--- config.mk ---
export PLATFORM = sky130hd
export DESIGN_NAME = rxchain_dma
export DESIGN_NICKNAME = d
export VERILOG_FILES = /design/src/rtl/rxchain_pkg.sv /design/src/rtl/rxchain_fetch.sv /design/src/rtl/rxchain_mover.sv /design/src/rtl/rxchain_dma.sv
export SDC_FILE = /design/constraint.sdc
export NUM_CORES = 1
export LEC_CHECK = 0
export BUFFER_PORTS_ARGS = -buffer_cell sky130_fd_sc_hd__buf_2
export CAP_MARGIN = 20
export CORE_MARGIN = 2
export CORE_UTILIZATION = 50
export CTS_CLUSTER_SIZE = 8
export DETAILED_ROUTE_END_ITERATION = 10
export GPL_TIMING_DRIVEN = 0
export PLACE_DENSITY = 0.72
export SYNTH_ARGS = -nofsm -noshare
export SYNTH_HDL_FRONTEND = slang
export SYNTH_SLANG_ARGS = --single-unit
--- constraint.sdc ---
create_clock -name clk -period 4.8 [get_ports clk]
set_clock_uncertainty 0.05 [all_clocks]
set_input_delay 0 -clock clk [delete_from_list [all_inputs] [get_ports clk]]
set_output_delay 0 -clock clk [all_outputs]
set_load 0.05 [all_outputs]
--- src/rtl/rxchain_pkg.sv ---
`timescale 1ns/1ps
// Shared constants, sequencer states and helpers for the chained receive DMA.
// Assumes a 32-bit control word whose field positions are fixed here.
package rxchain_pkg;
    localparam int CTL_EN_BIT  = 0;
    localparam int CTL_LD_BIT  = 1;
    localparam int CTL_LEN_LSB = 16;
    localparam int CTL_LEN_W   = 16;
    localparam int DESC_WORDS  = 3;

    typedef enum logic [2:0] {
        SQ_IDLE,
        SQ_PEND,
        SQ_WAKE,
        SQ_FETCH,
        SQ_MOVE,
        SQ_STEP
    } seq_t;

    // Byte enables for a final word holding 1..3 bytes (low bytes first).
    function automatic logic [3:0] tail_be(input logic [1:0] nbytes);
        case (nbytes)
            2'd1:    return 4'b0001;
            2'd2:    return 4'b0011;
            2'd3:    return 4'b0111;
            default: return 4'b1111;
        endcase
    endfunction
endpackage

--- src/rtl/rxchain_fetch.sv ---
`timescale 1ns/1ps
// Descriptor fetcher: on a start pulse reads DESC_WORDS consecutive words
// from base, one single-word read at a time on a valid/ready request port
// with a separate read-data valid. Pulses done when the last word arrived.
// Assumes at most one read outstanding and AW <= 32.
module rxchain_fetch
    import rxchain_pkg::*;
#(
    parameter int AW = 32
) (
    input  logic          clk,
    input  logic          rst_n,
    input  logic          start,
    input  logic [AW-1:0] base,
    output logic          mr_req,
    output logic [AW-1:0] mr_addr,
    input  logic          mr_gnt,
    input  logic          mr_rvalid,
    input  logic [31:0]   mr_rdata,
    output logic          done,
    output logic [AW-1:0] w_next,
    output logic [AW-1:0] w_dest,
    output logic [31:0]   w_ctrl
);
    localparam int IW = $clog2(DESC_WORDS);

    logic          busy;
    logic          waiting;
    logic [IW-1:0] idx;
    logic [AW-1:0] base_r;
    logic [31:0]   wbuf [DESC_WORDS];

    // Read request sequencing and capture of returned words.
    always_ff @(posedge clk) begin
        if (!rst_n) begin
            busy    <= 1'b0;
            waiting <= 1'b0;
            idx     <= '0;
            base_r  <= '0;
            done    <= 1'b0;
            for (int i = 0; i < DESC_WORDS; i++) wbuf[i] <= '0;
        end else begin
            done <= 1'b0;
            if (start) begin
                busy    <= 1'b1;
                waiting <= 1'b0;
                idx     <= '0;
                base_r  <= base;
            end else if (busy) begin
                if (!waiting && mr_gnt) begin
                    waiting <= 1'b1;
                end else if (waiting && mr_rvalid) begin
                    wbuf[idx] <= mr_rdata;
                    waiting   <= 1'b0;
                    if (idx == IW'(DESC_WORDS - 1)) begin
                        busy <= 1'b0;
                        done <= 1'b1;
                    end else begin
                        idx <= idx + 1'b1;
                    end
                end
            end
        end
    end

    // Request and word-address generation.
    always_comb begin
        mr_req  = busy && !waiting;
        mr_addr = base_r + (AW'(idx) << 2);
    end

    // Descriptor field extraction.
    always_comb begin
        w_next = AW'(wbuf[0]);
        w_dest = AW'(wbuf[1]);
        w_ctrl = wbuf[2];
    end
endmodule

--- src/rtl/rxchain_mover.sv ---
`timescale 1ns/1ps
// Payload mover: on a start pulse copies len bytes from the endpoint word
// stream to memory at dest, one word per write. The final partial word is
// masked. Pulses done when the count reaches zero; a zero count finishes
// at once. Assumes dest is word aligned and len is stable at start.
module rxchain_mover
    import rxchain_pkg::*;
#(
    parameter int AW    = 32,
    parameter int LEN_W = 16
) (
    input  logic             clk,
    input  logic             rst_n,
    input  logic             start,
    input  logic [AW-1:0]    dest,
    input  logic [LEN_W-1:0] len,
    input  logic             ep_valid,
    input  logic [31:0]      ep_data,
    output logic             ep_take,
    output logic             mw_req,
    output logic [AW-1:0]    mw_addr,
    output logic [31:0]      mw_data,
    output logic [3:0]       mw_be,
    input  logic             mw_gnt,
    output logic             done
);
    localparam logic [LEN_W-1:0] WORD_BYTES = LEN_W'(4);

    logic             busy;
    logic             wpend;
    logic [LEN_W-1:0] rem;
    logic [LEN_W-1:0] step;

    // Bytes retired by the word now being written.
    always_comb begin
        step    = (rem >= WORD_BYTES) ? WORD_BYTES : rem;
        ep_take = busy && !wpend && ep_valid;
        mw_req  = wpend;
    end

    // Word capture, write handshake and byte countdown.
    always_ff @(posedge clk) begin
        if (!rst_n) begin
            busy    <= 1'b0;
            wpend   <= 1'b0;
            rem     <= '0;
            mw_addr <= '0;
            mw_data <= '0;
            mw_be   <= '0;
            done    <= 1'b0;
        end else begin
            done <= 1'b0;
            if (start) begin
                wpend   <= 1'b0;
                rem     <= len;
                mw_addr <= dest;
                if (len == '0) begin
                    busy <= 1'b0;
                    done <= 1'b1;
                end else begin
                    busy <= 1'b1;
                end
            end else if (ep_take) begin
                mw_data <= ep_data;
                mw_be   <= (rem >= WORD_BYTES) ? 4'hF : tail_be(rem[1:0]);
                wpend   <= 1'b1;
            end else if (wpend && mw_gnt) begin
                wpend   <= 1'b0;
                mw_addr <= mw_addr + AW'(4);
                rem     <= rem - step;
                if (rem <= WORD_BYTES) begin
                    busy <= 1'b0;
                    done <= 1'b1;
                end
            end
        end
    end
endmodule

--- src/rtl/rxchain_dma.sv ---
`timescale 1ns/1ps
// Chained receive DMA channel top. Holds the pointer and control registers,
// arms on a control write with load-next set, waits for the endpoint packet
// event, then fetches descriptors and moves payload until a descriptor with
// load-next clear completes. Assumes descriptors are word aligned.
module rxchain_dma
    import rxchain_pkg::*;
#(
    parameter int AW       = 32,
    parameter int WAKE_CYC = 2
) (
    input  logic          clk,
    input  logic          rst_n,
    input  logic          cfg_we,
    input  logic          cfg_sel,
    input  logic [31:0]   cfg_wdata,
    input  logic          ep_pkt,
    input  logic          ep_valid,
    input  logic [31:0]   ep_data,
    output logic          ep_take,
    output logic          mr_req,
    output logic [AW-1:0] mr_addr,
    input  logic          mr_gnt,
    input  logic          mr_rvalid,
    input  logic [31:0]   mr_rdata,
    output logic          mw_req,
    output logic [AW-1:0] mw_addr,
    output logic [31:0]   mw_data,
    output logic [3:0]    mw_be,
    input  logic          mw_gnt,
    output logic          st_chan_en,
    output logic          st_active,
    output logic          st_loaded,
    output logic          st_ld_pend,
    output logic          irq_eoc
);
    localparam int WCW = $clog2(WAKE_CYC + 1);

    seq_t                 state;
    logic [AW-1:0]        nxt_ptr;
    logic [AW-1:0]        dest_r;
    logic                 ctrl_en;
    logic                 ctrl_ld;
    logic [CTL_LEN_W-1:0] len_r;
    logic [WCW-1:0]       wake_cnt;
    logic                 fetch_start;
    logic                 mv_start;
    logic                 f_done;
    logic                 mv_done;
    logic [AW-1:0]        f_next;
    logic [AW-1:0]        f_dest;
    logic [31:0]          f_ctrl;
    logic                 cfg_ok;
    logic                 unused_bits;

    // Register writes are accepted only while the channel is not active.
    always_comb begin
        cfg_ok      = cfg_we && !st_active;
        unused_bits = ^{cfg_wdata[CTL_LEN_LSB-1:2], f_ctrl[CTL_LEN_LSB-1:2]};
    end

    // Channel sequencer, configuration registers and status flags.
    always_ff @(posedge clk) begin
        if (!rst_n) begin
            state       <= SQ_IDLE;
            nxt_ptr     <= '0;
            dest_r      <= '0;
            ctrl_en     <= 1'b0;
            ctrl_ld     <= 1'b0;
            len_r       <= '0;
            wake_cnt    <= '0;
            fetch_start <= 1'b0;
            mv_start    <= 1'b0;
            st_chan_en  <= 1'b0;
            st_active   <= 1'b0;
            st_loaded   <= 1'b0;
            st_ld_pend  <= 1'b0;
            irq_eoc     <= 1'b0;
        end else begin
            fetch_start <= 1'b0;
            mv_start    <= 1'b0;
            irq_eoc     <= 1'b0;
            st_chan_en  <= ctrl_en;
            case (state)
                SQ_IDLE, SQ_PEND: begin
                    if (cfg_ok && !cfg_sel) begin
                        nxt_ptr <= AW'(cfg_wdata);
                    end
                    if (cfg_ok && cfg_sel) begin
                        ctrl_en    <= 1'b0;
                        ctrl_ld    <= cfg_wdata[CTL_LD_BIT];
                        len_r      <= cfg_wdata[CTL_LEN_LSB +: CTL_LEN_W];
                        st_loaded  <= 1'b0;
                        st_ld_pend <= cfg_wdata[CTL_LD_BIT];
                        state      <= cfg_wdata[CTL_LD_BIT] ? SQ_PEND : SQ_IDLE;
                    end else if (state == SQ_PEND && ep_pkt) begin
                        st_active <= 1'b1;
                        wake_cnt  <= '0;
                        state     <= SQ_WAKE;
                    end
                end
                SQ_WAKE: begin
                    if (wake_cnt == WCW'(WAKE_CYC - 1)) begin
                        fetch_start <= 1'b1;
                        st_ld_pend  <= 1'b0;
                        state       <= SQ_FETCH;
                    end else begin
                        wake_cnt <= wake_cnt + 1'b1;
                    end
                end
                SQ_FETCH: begin
                    if (f_done) begin
                        nxt_ptr   <= f_next;
                        dest_r    <= f_dest;
                        ctrl_en   <= f_ctrl[CTL_EN_BIT];
                        ctrl_ld   <= f_ctrl[CTL_LD_BIT];
                        len_r     <= f_ctrl[CTL_LEN_LSB +: CTL_LEN_W];
                        st_loaded <= 1'b1;
                        if (f_ctrl[CTL_EN_BIT]) begin
                            mv_start <= 1'b1;
                            state    <= SQ_MOVE;
                        end else begin
                            state <= SQ_STEP;
                        end
                    end
                end
                SQ_MOVE: begin
                    if (mv_done) begin
                        ctrl_en <= 1'b0;
                        state   <= SQ_STEP;
                    end
                end
                SQ_STEP: begin
                    if (ctrl_ld) begin
                        fetch_start <= 1'b1;
                        st_loaded   <= 1'b0;
                        state       <= SQ_FETCH;
                    end else begin
                        st_active <= 1'b0;
                        irq_eoc   <= 1'b1;
                        state     <= SQ_IDLE;
                    end
                end
                default: state <= SQ_IDLE;
            endcase
        end
    end

    rxchain_fetch #(.AW(AW)) u_fetch (
        .clk       (clk),
        .rst_n     (rst_n),
        .start     (fetch_start),
        .base      (nxt_ptr),
        .mr_req    (mr_req),
        .mr_addr   (mr_addr),
        .mr_gnt    (mr_gnt),
        .mr_rvalid (mr_rvalid),
        .mr_rdata  (mr_rdata),
        .done      (f_done),
        .w_next    (f_next),
        .w_dest    (f_dest),
        .w_ctrl    (f_ctrl)
    );

    rxchain_mover #(.AW(AW), .LEN_W(CTL_LEN_W)) u_mover (
        .clk      (clk),
        .rst_n    (rst_n),
        .start    (mv_start),
        .dest     (dest_r),
        .len      (len_r),
        .ep_valid (ep_valid),
        .ep_data  (ep_data),
        .ep_take  (ep_take),
        .mw_req   (mw_req),
        .mw_addr  (mw_addr),
        .mw_data  (mw_data),
        .mw_be    (mw_be),
        .mw_gnt   (mw_gnt),
        .done     (mv_done)
    );
endmodule

==> flow_metrics.env, run 1 <==
export IMPL_cts_resized=0
export IMPL_cts_tree="done"
export IMPL_crit_arrival_ps=3270
export IMPL_drc=0
export IMPL_synth_edf_count=82
export IMPL_worst_setup_path_type="reg2out"
export IMPL_layout_nets=1880
export IMPL_ant_nets=0
export IMPL_fin_crit_sh_pct=69.2
export IMPL_synth_yosys_seq_area_share_pct=51.5
export IMPL_synth_most_common_cell="dfxtp_1"
export IMPL_max_slew_margin_rel_pct=28.3
export IMPL_io_pins=213
export IMPL_synth_top_area_share_pct=33.0
export IMPL_path_cells="ha_1 > inv_1 > fa_1 > nand3b_1 > nor3_1 > nand4_1 > xnor2_1 > buf_2"
export IMPL_yosys_area_share_adder_pct=1.10
export IMPL_wl_um=41100
export IMPL_synth_top_family_by_area="simple AND/OR/NAND/NOR gates"
export IMPL_routed_wl_met2_um=19100
export IMPL_post_dp_cell_area_um2=14800
export IMPL_rrSetupSlack_ps=1750
export IMPL_cts_sinks=300
export IMPL_synth_top_area_cell="dfxtp_1"
export IMPL_antenna_found_initial=1
export IMPL_drv_slew=0
export IMPL_synth_simple_area_share_pct=21.2
export IMPL_ys_ff_latch=300
export IMPL_vias=12426
export IMPL_fmax_mhz=301
export IMPL_synthMuxAreaShare_pct=6.42
export IMPL_grt_pass1_wl_um=63500
export IMPL_hold_class="in2reg"
export IMPL_status="finished, final reports clean"
export IMPL_setup_violations=0
export IMPL_synth_cell_types=71
export IMPL_portBuffers=210
export IMPL_netlist_top_cells_count="dfxtp_1 (218), nand2_1 (174), nor2_1 (124)"
export IMPL_syn_avg_cell_area_um2=9.44
export IMPL_cts_hold_repair_buffers=104
export IMPL_grt_max_degree=23
export IMPL_via_per_inst=5.86
export IMPL_slowest_delay_ps=660
export IMPL_grt_overflow=0
export IMPL_vdd_drop_max_mv=0.312
export IMPL_worst_pin_slew_ps=1070
export IMPL_synth_compound_area_share_pct=12.6
export IMPL_syn_nets=1519
export IMPL_pwr_density_cell_nw_per_um2=344
export IMPL_hold_violations=0
export IMPL_cpMaxStageDelayCell="nor3_1"
export IMPL_cts_setup_buffers=0
export IMPL_clk_pin_slew_ps=50
export IMPL_cts_htree_levels=2
export IMPL_synth_ff_type="dfxtp_1"
export IMPL_die_h_um=167
export IMPL_yosys_warnings=0
export IMPL_fin_setup_tns_ps=0
export IMPL_wl_met1_um=17400
export IMPL_rsz0062_at_grt="false"
export IMPL_fin_crit_ps=3320
export IMPL_syn_inst=1403
export IMPL_syn_cell_area_um2=13200
export IMPL_core_um2=26100
export IMPL_rows=59
export IMPL_cp_max_fo=4
export IMPL_dieArea_um2=27800
export IMPL_gp_congestion=0.908
export IMPL_start_util_pct=50.8
export IMPL_wl_met3_um=2990
export IMPL_dr_pass1_iters=6
export IMPL_async_flop_share_pct=0
export IMPL_area_growth_pct=28.8
export IMPL_die_w_um=167
export IMPL_clk_latency_ps=540
export IMPL_cts_made_buffers=43
export IMPL_fin_area_um2=17100
export IMPL_synth_xor_area_share_pct=2.84
export IMPL_ctsRootBufferMaster="clkbuf_16"
export IMPL_wire_per_inst_um=19.4
export IMPL_p_leak_nw=6.73
export IMPL_worst_endpoint_required_ps=4750
export IMPL_synth_area_leaders="dfxtp_1 (33%), edfxtp_1 (19%), mux2i_1 (6.4%)"
export IMPL_clockBufferDepth=3
export IMPL_hpwl_um=28600
export IMPL_end_kind="output pin"
export IMPL_top_layer_used="met4"
export IMPL_cp_start_kind="register"
export IMPL_grt_pass1_vias=11768
export IMPL_drv_cap=0
export IMPL_drt_initial_drc_count=1312
export IMPL_drive_above_1_share_pct=16.1
export IMPL_grt_usage_pct=28.6
[per-layer routing]
layer | GRT usage (%) | vias up
met5 | 0 | -
met2 | 46.2 | 597
li1 | - | 5772
met1 | 38.8 | 5929
met4 | 12.4 | 0
met3 | 3.78 | 128
[cells by family after synthesis]
group | count (synthesis)
DFF | 300
adders and majority gates | 11
AOI/OAI and AO/OA | 263
and+or+nand+nor | 561
buffers and inverters | 139
other | 1
xor gates and xnor gates | 43
muxes | 85
[power by group]
group          switching, mW  leakage (nW)  total [mW]  internal [mW]
logic                  0.186          3.51       0.333          0.147
clock network           1.09         0.601        2.84           1.75
registers             0.0356          2.61        2.70           2.66
total                   1.31          6.73        5.87           4.56
[layout by cell type (no fill, tap or decap), types with 4 or more instances in the layout]
cell type        n
nand2b_1        10
a211oi_1        57
dfxtp_1        218
buf_1           11
a21oi_1         89
buf_6            4
or4_1           14
and2_1           4
ha_1            10
xor2_1          16
clkbuf_16       45
nand3_1         37
nand4_1         22
edfxtp_1        82
buf_2          214
nor4_1          18
inv_1           30
o211ai_1         4
or3_1            8
nand3b_1         5
or2_2            4
nor3_1          19
nor3b_1          4
xnor2_1         27
o21ai_0         45
dlygate4sd3_1  104
nor4b_1          5
mux2i_1         85
o31ai_1         12
nor2_1         124
a31oi_1         19
clkbuf_1       104
nand2_1        174
and4_1           5
and3_1          90
a311oi_1         5
[registers in the layout, summed over array words and instances (netlist names), 2 cells and up]
signal / cells
dest_r: 32
len_r: 16
u_fetch.idx: 2
u_mover.mw_addr: 32
u_mover.rem: 16
nxt_ptr: 32
u_fetch.base_r: 32
wake_cnt: 2
u_mover.mw_data: 32
state: 3
u_fetch.wbuf: 82
u_mover.mw_be: 4
[worst max-delay path, delay by kind of cell, from the launching register on]
family	cells	cell delay, ps
buffers and inverters	2	340
flip-flops	1	400
AND/OR/NAND/NOR	3	1170
adder cells (fa/ha/maj)	2	620
XOR/XNOR	1	190
[stage by stage]
step	std cells	power [mW]	utilization (%)	worst slack (ps)	hold slack, ps
final	2121	5.87	65.5	1480	20.6
after global routing	2121	6.02	65.5	1300	48.2
after CTS	2120	5.88	65.5	1520	5.30
after detailed placement	1950	3.00	56.7	1740	197
after global placement	1948	3.00	56.5	1270	191
after floorplan	1403	2.87	-	2000	86.0
[cell type report]
cell class,count,area [um^2]
plain buffers,108,459
diodes,1,2.50
multi-input cells,964,5840
fillers,2100,9000
clock inverters,2,50.0
repair buffers,316,2150
well taps,335,419
clock buffers,64,1200
inverters,31,116
flip-flops and latches,300,6830
[final timing paths]
path | start | to | cells after the start
max | u_fetch.idx[0] | mr_addr[16] | 8
min | mw_gnt | u_mover.mw_addr[18] | 4
max reg2reg | u_mover.rem[8] | u_mover.rem[14] | 8
min reg2reg | u_mover.mw_data[31] | u_mover.mw_data[31] | 2
Note: power is estimated with default switching activity, not from simulation.
==> run 2: changes to the inputs <==
==> constraint.sdc (replaced) <==
create_clock -name clk -period 3.1 [get_ports clk]
set_clock_uncertainty 0.05 [all_clocks]
set_input_delay 0 -clock clk [delete_from_list [all_inputs] [get_ports clk]]
set_output_delay 0 -clock clk [all_outputs]
set_load 0.05 [all_outputs]
==> run 2 against run 1 <==
Net effect: global-route usage about the same; clock-buffer cell count unchanged; via count about the same; cell area increased by 0.27%; die area unchanged; highest routed layer unchanged.
==> flow_metrics.env, run 2 (synthesis gave the netlist of run 1 again) <==
export IMPL_use_met2_pct=46.2
export IMPL_grt_max_degree=23
export IMPL_final_core_util_pct=65.6
export IMPL_setup_violations=0
export IMPL_start_util_pct=50.8
export IMPL_cp_max_fo=4
export IMPL_largest_register_ffs=82
export IMPL_ant_nets=0
export IMPL_drt_initial_drc_count=1338
export IMPL_layout_commonest_cell="dfxtp_1"
export IMPL_top_register="u_fetch.wbuf"
export IMPL_hold_class="in2reg"
export IMPL_crit_arrival_ps=2910
export IMPL_pwr_density_cell_nw_per_um2=531
export IMPL_clk_latency_ps=540
export IMPL_final_cell_mix="dfxtp_1 (217), buf_2 (209), nand2_1 (174)"
export IMPL_hpwl_um=28600
export IMPL_busiest_layer="met2"
export IMPL_grt_pass1_vias=11771
export IMPL_ctsRootBufferMaster="clkbuf_16"
export IMPL_cp_start_kind="register"
export IMPL_p_leak_nw=6.73
export IMPL_drc=0
export IMPL_cts_made_buffers=43
export IMPL_grt_overflow=0
export IMPL_worst_slack_ps=137
export IMPL_clockBufferDepth=3
export IMPL_met1_usage_pct=38.7
export IMPL_wl_um=41100
export IMPL_grt_pass1_wl_um=63500
export IMPL_die_w_um=167
export IMPL_max_slew_margin_rel_pct=28.4
export IMPL_area_growth_pct=29.2
export IMPL_clk_pin_slew_ps=50
export IMPL_fmax_mhz=338
export IMPL_drive_above_1_share_pct=16.5
export IMPL_dieArea_um2=27800
export IMPL_worst_setup_path_type="reg2out"
export IMPL_drv_slew=0
export IMPL_fin_setup_tns_ps=0
export IMPL_via_per_inst=5.86
export IMPL_end_kind="output pin"
export IMPL_fin_crit_ps=2960
export IMPL_grt_usage_pct=28.6
export IMPL_wire_per_inst_um=19.4
export IMPL_post_dp_cell_area_um2=14800
export IMPL_die_h_um=167
export IMPL_cts_tree="done"
export IMPL_worst_pin_slew_ps=1060
export IMPL_antenna_found_initial=1
export IMPL_dr_pass1_iters=5
export IMPL_core_um2=26100
export IMPL_cts_sinks=300
export IMPL_dp_slack_ps=43.0
export IMPL_rows=59
export IMPL_portBuffers=210
export IMPL_vias=12423
export IMPL_layout_nets=1880
export IMPL_drv_cap=0
export IMPL_status="finished, final reports clean"
export IMPL_grt_use_met3_pct=3.78
export IMPL_fin_crit_sh_pct=95.6
export IMPL_worst_endpoint_required_ps=3050
export IMPL_vdd_drop_max_mv=0.481
export IMPL_gp_congestion=0.908
export IMPL_cts_htree_levels=2
export IMPL_io_pins=213
export IMPL_fin_area_um2=17100
export IMPL_hold_violations=0
## run 2: report_power, final
part | total (mW) | internal, mW | switching [mW]
combinational | 0.514 | 0.228 | 0.287
sequential | 4.18 | 4.12 | 0.0549
clock | 4.39 | 2.72 | 1.67
## run 2: what timing repair did
item                                    4_1_cts  5_1_grt
hold buffers                                104        0
setup buffers                                 0        1
resized for setup                             6        6
hold endpoints to repair                    174        0
endpoints found under the setup margin        5       16
## run 2: cell type report
cell class	instances	area [um^2]
multi-input cells	964	5870
clock inverters	2	50.0
inverters	31	116
flip-flops and latches	300	6830
clock buffers	64	1200
diodes	1	2.50
repair buffers	317	2170
plain buffers	107	455
fillers	2094	8950
well taps	335	419
## run 2: path summary, 6_finish.rpt
kind                                           from  depth (start not counted)             endpoint  slack, ps
worst min register to register  u_mover.mw_data[31]                          2  u_mover.mw_data[31]        400
worst max-delay path                 u_fetch.idx[1]                          6          mr_addr[19]        140
worst max register to register       u_mover.rem[3]                          9       u_mover.rem[8]        190
worst min-delay path                         mw_gnt                          4  u_mover.mw_addr[18]          8
## run 2: through the flow
step / total power, mW / std cells / hold WS, ps
floorplan: 4.45 / 1403 / 86.0
CTS: 9.10 / 2119 / 5.30
global route: 9.32 / 2121 / 48.2
detailed placement: 4.65 / 1950 / 197
global placement: 4.64 / 1948 / 191
finish: 9.08 / 2121 / 7.82
## run 2: worst max-delay path, cell delays in order, from the launching register on
cell	delay, ps
dfxtp_1	340
ha_1	310
a21oi_1	90
nor4_1	900
nand2_1	210
xnor2_1	230
buf_2	290
## run 2: per-layer routing
layer	up-vias	routed length [um]
li1	5769	-
met1	5939	17500
met2	586	19000
met3	129	2880
met4	0	1670
met5	-	0
